## config.mk

```make
export PLATFORM = sky130hd
export DESIGN_NAME = route_keep_ctrl
export DESIGN_NICKNAME = d
export VERILOG_FILES = /design/src/rtl/rkc_pkg.sv /design/src/rtl/rkc_release.sv /design/src/rtl/rkc_regs.sv /design/src/rtl/rkc_sel_dec.sv /design/src/rtl/route_keep_ctrl.sv
export SDC_FILE = /design/constraint.sdc
export NUM_CORES = 1
export LEC_CHECK = 0
export BUFFER_PORTS_ARGS = -buffer_cell sky130_fd_sc_hd__buf_2
export CAP_MARGIN = 25
export CELL_PAD_IN_SITES_DETAIL_PLACEMENT = 1
export CELL_PAD_IN_SITES_GLOBAL_PLACEMENT = 2
export CORE_MARGIN = 2
export CORE_UTILIZATION = 30
export CTS_CLUSTER_SIZE = 10
export DETAILED_ROUTE_END_ITERATION = 10
export HOLD_SLACK_MARGIN = 0.15
export PLACE_DENSITY = 0.84
export SKIP_CTS_REPAIR_TIMING = 1
export SYNTH_ARGS = -nofsm -noshare
export SYNTH_HDL_FRONTEND = slang
export SYNTH_SLANG_ARGS = --single-unit
```

## constraint.sdc

```tcl
create_clock -name clk -period 4 [get_ports clk]
set_input_delay 0.4 -clock clk [delete_from_list [all_inputs] [get_ports clk]]
set_output_delay 0.4 -clock clk [all_outputs]
set_load 0.01 [all_outputs]
```

## src/rtl/rkc_pkg.sv

```systemverilog
// Package: shared write-target type and a helper that builds routing words.
// Assumes the code 2*n_in is the mute code and fits in sel_w bits.
package rkc_pkg;

    typedef enum logic [1:0] {
        RK_ROUTE = 2'd0,
        RK_CFG   = 2'd1,
        RK_NONE  = 2'd2
    } rk_target_e;

    // Build a routing word: identity pair mapping, or all channels muted.
    function automatic logic [63:0] rk_route_word(input int n_in, input int n_out,
                                                  input int sel_w, input bit mute);
        logic [63:0] w;
        int          l_code;
        int          r_code;
        w = '0;
        for (int o = 0; o < n_out; o++) begin
            l_code = mute ? 2 * n_in : 2 * (o % n_in);
            r_code = mute ? 2 * n_in : 2 * (o % n_in) + 1;
            w = w | (64'(l_code) << ((2 * o) * sel_w));
            w = w | (64'(r_code) << ((2 * o + 1) * sel_w));
        end
        return w;
    endfunction

endpackage

```

## src/rtl/rkc_release.sv

```systemverilog
// Release-delay counter: holds the core in reset while power-on reset or
// standby is active, then releases it after a programmable number of cycles.
// Assumes dly_cycles stays constant while the counter runs.
module rkc_release #(
    parameter int DLY_W = 16
) (
    input  logic             clk,
    input  logic             por_n,
    input  logic             stby_n,
    input  logic [DLY_W-1:0] dly_cycles,
    output logic             ready_o
);

    logic [DLY_W-1:0] cnt_q;
    logic             ready_q;

    // Count the release delay and raise ready when it has elapsed.
    always_ff @(posedge clk) begin
        if (!por_n || !stby_n) begin
            cnt_q   <= '0;
            ready_q <= 1'b0;
        end else if (!ready_q) begin
            if (cnt_q == dly_cycles) begin
                ready_q <= 1'b1;
            end else begin
                cnt_q <= cnt_q + 1'b1;
            end
        end
    end

    assign ready_o = ready_q;

endmodule

```

## src/rtl/rkc_regs.sv

```systemverilog
// Register file: the retained routing word (cleared only by power-on reset),
// the configuration register and the first-write flag (cleared by any core
// reset). Applies the default routing on the first accepted write unless
// that write targets the routing word. Assumes ROUTE_W <= DATA_W, CFG_W <= DATA_W.
module rkc_regs
    import rkc_pkg::*;
#(
    parameter int              ADDR_W      = 4,
    parameter int              DATA_W      = 16,
    parameter int              CFG_W       = 8,
    parameter int              ROUTE_W     = 6,
    parameter int              ROUTE_ADDR  = 0,
    parameter int              CFG_ADDR    = 1,
    parameter logic [CFG_W-1:0]   CFG_DEFAULT = 8'hA5,
    parameter logic [ROUTE_W-1:0] ROUTE_DEF   = '0,
    parameter logic [ROUTE_W-1:0] ROUTE_MUTE  = '0
) (
    input  logic               clk,
    input  logic               por_n,
    input  logic               ready_i,
    input  logic               wr_en,
    input  logic [ADDR_W-1:0]  wr_addr,
    input  logic [DATA_W-1:0]  wr_data,
    output logic [ROUTE_W-1:0] route_o,
    output logic [CFG_W-1:0]   cfg_o
);

    rk_target_e         tgt;
    logic               acc;
    logic               seen_q;
    logic [ROUTE_W-1:0] route_q;
    logic [CFG_W-1:0]   cfg_q;
    logic               unused_data;

    assign unused_data = ^wr_data;
    assign acc         = wr_en && ready_i;

    // Decode the write address into a register target.
    always_comb begin
        if (wr_addr == ADDR_W'(ROUTE_ADDR)) begin
            tgt = RK_ROUTE;
        end else if (wr_addr == ADDR_W'(CFG_ADDR)) begin
            tgt = RK_CFG;
        end else begin
            tgt = RK_NONE;
        end
    end

    // Retained routing word: direct write, or late default on first write.
    always_ff @(posedge clk) begin
        if (!por_n) begin
            route_q <= ROUTE_MUTE;
        end else if (acc) begin
            if (tgt == RK_ROUTE) begin
                route_q <= wr_data[ROUTE_W-1:0];
            end else if (!seen_q) begin
                route_q <= ROUTE_DEF;
            end
        end
    end

    // First-write flag: cleared by any core reset, set by any accepted write.
    always_ff @(posedge clk) begin
        if (!por_n || !ready_i) begin
            seen_q <= 1'b0;
        end else if (acc) begin
            seen_q <= 1'b1;
        end
    end

    // Configuration register: back to default on every core reset.
    always_ff @(posedge clk) begin
        if (!por_n || !ready_i) begin
            cfg_q <= CFG_DEFAULT;
        end else if (acc && tgt == RK_CFG) begin
            cfg_q <= wr_data[CFG_W-1:0];
        end
    end

    assign route_o = route_q;
    assign cfg_o   = cfg_q;

endmodule

```

## src/rtl/rkc_sel_dec.sv

```systemverilog
// Select decoder: turns each SEL_W-bit channel field into a one-hot select
// over N_SRC sources. Codes at or above N_SRC give an all-zero (muted) slice.
module rkc_sel_dec #(
    parameter int N_CH  = 2,
    parameter int N_SRC = 4,
    parameter int SEL_W = 3
) (
    input  logic [N_CH*SEL_W-1:0] route_i,
    output logic [N_CH*N_SRC-1:0] sel_o
);

    for (genvar c = 0; c < N_CH; c++) begin : g_ch
        logic [SEL_W-1:0] field;
        assign field = route_i[c*SEL_W +: SEL_W];
        for (genvar s = 0; s < N_SRC; s++) begin : g_src
            // One select line per source: active when the field names it.
            assign sel_o[c*N_SRC + s] = (field == SEL_W'(s));
        end
    end

endmodule

```

## src/rtl/route_keep_ctrl.sv

```systemverilog
// Top: standby-retained routing matrix controller. Ties together the
// release-delay counter, the register file and the select decoder.
// Assumes clk keeps running in standby and all resets are synchronous.
module route_keep_ctrl
    import rkc_pkg::*;
#(
    parameter int               N_IN_PAIRS  = 2,
    parameter int               N_OUT_PAIRS = 1,
    parameter int               ADDR_W      = 4,
    parameter int               DATA_W      = 16,
    parameter int               CFG_W       = 8,
    parameter int               DLY_W       = 16,
    parameter int               ROUTE_ADDR  = 0,
    parameter int               CFG_ADDR    = 1,
    parameter logic [CFG_W-1:0] CFG_DEFAULT = 8'hA5,
    localparam int              N_SRC       = 2 * N_IN_PAIRS,
    localparam int              N_CH        = 2 * N_OUT_PAIRS
) (
    input  logic                  clk,
    input  logic                  por_n,
    input  logic                  stby_n,
    input  logic [DLY_W-1:0]      dly_cycles,
    input  logic                  wr_en,
    input  logic [ADDR_W-1:0]     wr_addr,
    input  logic [DATA_W-1:0]     wr_data,
    output logic                  ready_o,
    output logic [CFG_W-1:0]      cfg_o,
    output logic [N_CH*N_SRC-1:0] sel_o
);

    localparam int SEL_W   = $clog2(N_SRC + 1);
    localparam int ROUTE_W = N_CH * SEL_W;
    localparam logic [ROUTE_W-1:0] ROUTE_DEF  =
        ROUTE_W'(rk_route_word(N_IN_PAIRS, N_OUT_PAIRS, SEL_W, 1'b0));
    localparam logic [ROUTE_W-1:0] ROUTE_MUTE =
        ROUTE_W'(rk_route_word(N_IN_PAIRS, N_OUT_PAIRS, SEL_W, 1'b1));

    logic               ready;
    logic [ROUTE_W-1:0] route;

    rkc_release #(
        .DLY_W (DLY_W)
    ) release_i (
        .clk        (clk),
        .por_n      (por_n),
        .stby_n     (stby_n),
        .dly_cycles (dly_cycles),
        .ready_o    (ready)
    );

    rkc_regs #(
        .ADDR_W      (ADDR_W),
        .DATA_W      (DATA_W),
        .CFG_W       (CFG_W),
        .ROUTE_W     (ROUTE_W),
        .ROUTE_ADDR  (ROUTE_ADDR),
        .CFG_ADDR    (CFG_ADDR),
        .CFG_DEFAULT (CFG_DEFAULT),
        .ROUTE_DEF   (ROUTE_DEF),
        .ROUTE_MUTE  (ROUTE_MUTE)
    ) regs_i (
        .clk     (clk),
        .por_n   (por_n),
        .ready_i (ready),
        .wr_en   (wr_en),
        .wr_addr (wr_addr),
        .wr_data (wr_data),
        .route_o (route),
        .cfg_o   (cfg_o)
    );

    rkc_sel_dec #(
        .N_CH  (N_CH),
        .N_SRC (N_SRC),
        .SEL_W (SEL_W)
    ) dec_i (
        .route_i (route),
        .sel_o   (sel_o)
    );

    assign ready_o = ready;

endmodule

```

* After elaboration in Yosys (flattened, before gate mapping)
Index checks and enable logic that the tools add are counted.
** Storage, ports and cells
- Output and inout bits :: 17
- Logic and storage cells :: 37
- Flip-flop bits (word level) :: 32
- Input bits :: 40
** Cells by class
- Bitwise logic cells :: 2
- Muxes and demuxes :: 6
- Eq/ne operators :: 10
- $add $sub $neg :: 1
- Reduce and logical (&&, ||, !) cells :: 13
** Operators with widths (count)
- adder 16 x 1 -> 16 bit, second input constant :: 1
- == test 16 bit :: 1
- == test 3 x 2 -> 1 bit, second input constant :: 4
- 2-to-1 mux 6 bit :: 2
- == test 3 x 1 -> 1 bit, second input constant :: 2
- logical NOT 3 bit :: 2
- == test 4 x 1 -> 1 bit, second input constant :: 1
- logical NOT 4 bit :: 1
- 2-to-1 mux 2 bit :: 2
- AND reduction 2 bit :: 2
- logical NOT 1 bit :: 3
- == test 2 x 1 -> 1 bit, second input constant :: 1
- logical AND 1 bit :: 2
- logical NOT 2 bit :: 1
- logical OR 1 bit :: 2
- 2-to-1 mux 1 bit :: 2
- != test 2 bit, second input constant :: 1
- NOT 1 bit :: 2

* Depth between registers and ports, before layout
- Depth after elaboration :: 6
- Mapped depth :: 7
- Mapped depth without buffers :: 5

* Cells and area by module
A second synthesis with hierarchy kept.
** Unflattened totals
- Cell total of the unflattened synthesis :: 209
- Area total of the unflattened synthesis :: 1779.2 um2
** By module, submodules not included
- rkc_release :: area an instance 1101.1 um2, cells each 131, sequential area each 340.3 um2, times used 1
- rkc_regs :: area an instance 618.1 um2, cells each 70, sequential area each 300.3 um2, times used 1
- rkc_sel_dec :: area an instance 60.1 um2, cells each 8, sequential area each 0.0 um2, times used 1

* Worst setup path after synthesis
Ideal clock, no wire load.
- Path kind :: register -> register
- From :: register release_i.cnt_q[4]
- To :: register release_i.cnt_q[13]
- Path buffers :: 0
- Required time :: 3.931 ns
- Arrival time :: 1.613 ns
- Cell stages (with the launch flop) :: 6
- Library setup time :: 0.069 ns
- Period minus slack after synthesis :: 1.682 ns
- Setup slack :: 2.318 ns
- Cells stage by stage :: dfxtp_1 nand4_2 or2_1 or3_1 or4_1 o21ai_1
** Between the ends
- Longest elaborated chain between the ends :: 3
- Elaborated cells between the ends (all ways) :: 4
- Classes of those cells :: add/sub: 1; eq/ne: 1; bitwise: 1; reduce/logical: 1
** Ends and longest elaborated chain
- from (decl) :: RTL line rkc_release.sv:14 : logic [DLY_W-1:0] cnt_q;
- from (signal assigned) :: RTL line rkc_release.sv:26 : cnt_q <= cnt_q + 1'b1;
- branches (longest 3 deep; another with adder 16 x 1 -> 16 bit)
Several ways; the timed one is not identified.
A chain may end at the register's enable or synchronous reset.

* Worst setup path after layout
- From :: register release_i.cnt_q[3]
- To :: register release_i.cnt_q[6]
Same word-level chain as after synthesis.

==> reports/qor.csv <==
stage;metric;value;unit
status;run status;complete, no violations;
global_route;vias in the first global route;1515;
pwr;clock power share;41.5;%
synthesis;synthesized instance count;184;
synthesis;simple logic cell fraction of the synthesized area;29.5;%
final_layout;share of post-route cells with drive strength above 1;25.8;%
sta;final setup violation count;0;
synthesis;Synth async-reset ratio;0;%
clock_tree;H-tree depth;2;
sta;Fmax;0.461;GHz
route;Pre-antenna DRT Iters;4;
final_layout;Core Util, Final;38.9;%
sta;Final WS setup;1830;ps
synthesis;Mapped Area;1620;um^2
clock_tree;root buffer cell;clkbuf_8;
final_layout;Nets;273;
sta;setup TNS;0;ps
clock_tree;CTS Sinks;32;
route;DR WL/cell;14.1;um
pwr;sw power;0.000150;W
worst_setup_path;startpoint types;flip-flop;
global_route;initial antenna violation count;0;
synthesis;Seq cells post-synth;32;
sta;Final min period;2170;ps
clock_tree;CTS tree;done;
global_route;gr usage total;15.4;%
placed_design;input/output buffers;48;
clock_tree;number of CTS-inserted buffers;5;
worst_setup_path;CP Class;flip-flop to flip-flop;
pwr;Internal Power;0.000462;W
worst_setup_path;Worst Path Arrival;2320;ps
placed_design;RD Place Congestion;0.775;
clock_tree;Clock Latency Late Sink;290;ps
placed_design;Post-DP HPWL;3210;um
sta;Slew Viols, Final;0;
pwr;post-layout power;0.000612;W
route;Post-DRT Antenna Nets;0;
synthesis;XOR/XNOR Fraction of Synth Area;8.64;%
sta;final period utilization;54.2;%
synthesis;number of synthesized flops with an enable pin;0;
placed_design;post-placement cell count;295;
synthesis;Seq/Total Area, Yosys;39.5;%
synthesis;compound-cell area share of the yosys netlist;12.7;%
synthesis;Netlist cell types;33;
floorplan;Die X;77.5;um
synthesis;ys flop type;dfxtp_1;
floorplan;Placeable Area;5170;um^2
floorplan;effective utilization at floorplan;31.3;%
route;Vias per Instance;5.15;
synthesis;Adder-Cell Fraction of Synth Area;0.772;%
floorplan;num rows;26;
global_route;largest net degree at the start of global routing;17;
hold_path;Hold WC Path Type;primary input to flip-flop;
pwr;Sw Share;24.5;%
worst_setup_path;reg2reg setup slack;1830;ps
global_route;Remaining Overflow, GRT;0;
pwr;register share of total power;52.4;%
clock_tree;worst-case clock buffer depth;2;
pwr;Peak VDD IR;0.0997;mV
route;drt total wl;4270;um
synthesis;Syn Nets;225;
final_layout;diodes inserted;0;
final_layout;filler cell count;626;
synthesis;mux share of post-synthesis cell area;5.56;%
pwr;PD cells;305;nW/um^2
pwr;Leak;0.783;nW
sta;normalized max-slew margin;51.7;%
sta;clock skew;7.14;ps
floorplan;I/O pins;57;
floorplan;Die Outline Area;6010;um^2
worst_setup_path;Critical Path Fanout Max;16;
route;drt initial violations;45;
pwr;Combinational Power Share;6.1;%
worst_setup_path;Crit path required time;4150;ps
worst_setup_path;CP endpoint kind;flip-flop;
final_layout;Area Growth Syn to Fin;24.0;%
synthesis;syn_area_per_cell;8.81;um^2
synthesis;Synth warnings;0;
floorplan;Die Y;77.5;um
sta;RSZ-0062 raised after global routing;false;
flow_run;max-cap violations;0;
final_layout;Non-Filler Instances;303;
global_route;first-pass GRT wire length;7280;um
clock_tree;Worst-path clk slew;80;ps
placed_design;DP Worst Slack;1670;ps
sta;Final Hold Viols;0;
route;Remaining DRCs;0;
route;vias;1559;
sta;slew at the pin closest to its max-slew limit;723;ps
synthesis;main combinational cell family by area after synthesis;simple AND/OR/NAND/NOR gates;
layout by cell type (no fill, tap or decap), types with 2 or more instances in the layout:
cell type   synthesis  final
nand3_1             9      9
nor2_1             14     14
buf_2               2     48
xnor2_1            16     16
nor3b_1             4      4
a22oi_1             3      3
o31ai_1            11     11
a21oi_1            14     14
nand4_1             8      8
mux2i_1             9      9
clkbuf_8            0      5
inv_1               2      2
or3_1               4      4
clkinvlp_4          0      2
nor3_1              2      2
or4_1              12     12
nand2_1            16     16
nor2b_1             3      3
and3b_1             2      2
dfxtp_1            32     32
o21ai_0             3      3
nand2b_1            2      2
power groups by stage:
| stage | Sequential [W] | Clock [W] | Combinational [W] |
|---|---|---|---|
| 2_1_floorplan | 0.000328 | 0 | 0.0000156 |
| 3_3_place_gp | 0.000328 | 0 | 0.0000376 |
| 3_5_place_dp | 0.000328 | 0 | 0.0000377 |
| 4_1_cts | 0.000321 | 0.000263 | 0.0000378 |
| 5_1_grt | 0.000321 | 0.000281 | 0.0000419 |
| 6_report | 0.000321 | 0.000254 | 0.0000371 |
final cells by class:
type                       count  area, um^2  area share (%)
tap                           70        87.6            4.36
sequential                    32         641            31.9
clock buffer                   5        68.8            3.42
clock inverter                 3        23.8            1.18
timing repair buffer          49         248            12.3
inverter                       2        7.51           0.373
multi-input combinational    142         935            46.5
registers in the layout, indices dropped and copies added, names as in the netlist:
name	count
regs_i.route_o	6
regs_i.seen_q	1
release_i.cnt_q	16
regs_i.cfg_o	8
release_i.ready_o	1
worst max-delay path, cell delays in order (launching register included):
cell and delay, ps:
dfxtp_1 480, xnor2_1 150, nand4_1 160, nor4_4 700, buf_4 320, or4_1 140, a21oi_1 60
worst paths after layout:
path | from | end | cells after the start
hold / removal | wr_en | regs_i.seen_q$_SDFFE_PP0P_ | 3
setup / recovery | release_i.cnt_q[3]$_SDFFE_PP0P_ | release_i.cnt_q[6]$_SDFFE_PP0P_ | 6
setup reg to reg | release_i.cnt_q[3]$_SDFFE_PP0P_ | release_i.cnt_q[6]$_SDFFE_PP0P_ | 6
hold reg to reg | release_i.cnt_q[15]$_SDFFE_PP0P_ | release_i.cnt_q[15]$_SDFFE_PP0P_ | 2
cell usage after synthesis, types with 3 or more instances:
cell type	instances	share of area [%]
nor2b_1	3	1.2
xnor2_1	16	8.6
mux2i_1	9	5.6
dfxtp_1	32	40
nor3b_1	4	1.9
a21oi_1	14	4.3
o21ai_0	3	0.93
clkbuf_1	4	0.93
nand2_1	16	3.7
nand3_1	9	2.8
or3_1	4	1.5
nand4_1	8	3.1
a22oi_1	3	1.4
nor2_1	14	3.2
or4_1	12	5.6
o31ai_1	11	5.1
per-layer routing:
layer	share of wire, %	up-vias	global-route usage [%]
li1	-	775	-
met1	47	736	19.4
met2	45	40	24.5
met3	5.5	8	4.65
met4	2.0	0	6.07
met5	0	-	0
cell families after synthesis:
kind of cell    count (synthesis)
simple gates                   83
fa+ha+maj                       1
xor+xnor                       16
flops                          32
compound gates                 33
mux                             9
buf+inv                        10
stage by stage:
step,hold WS (ps),cell area (um^2)
after floorplan,439,1620
after global placement,452,1920
after detailed placement,479,1920
after CTS,330,2010
after global routing,332,2010
final,335,2010
Note: power is estimated with default switching activity, not from simulation.
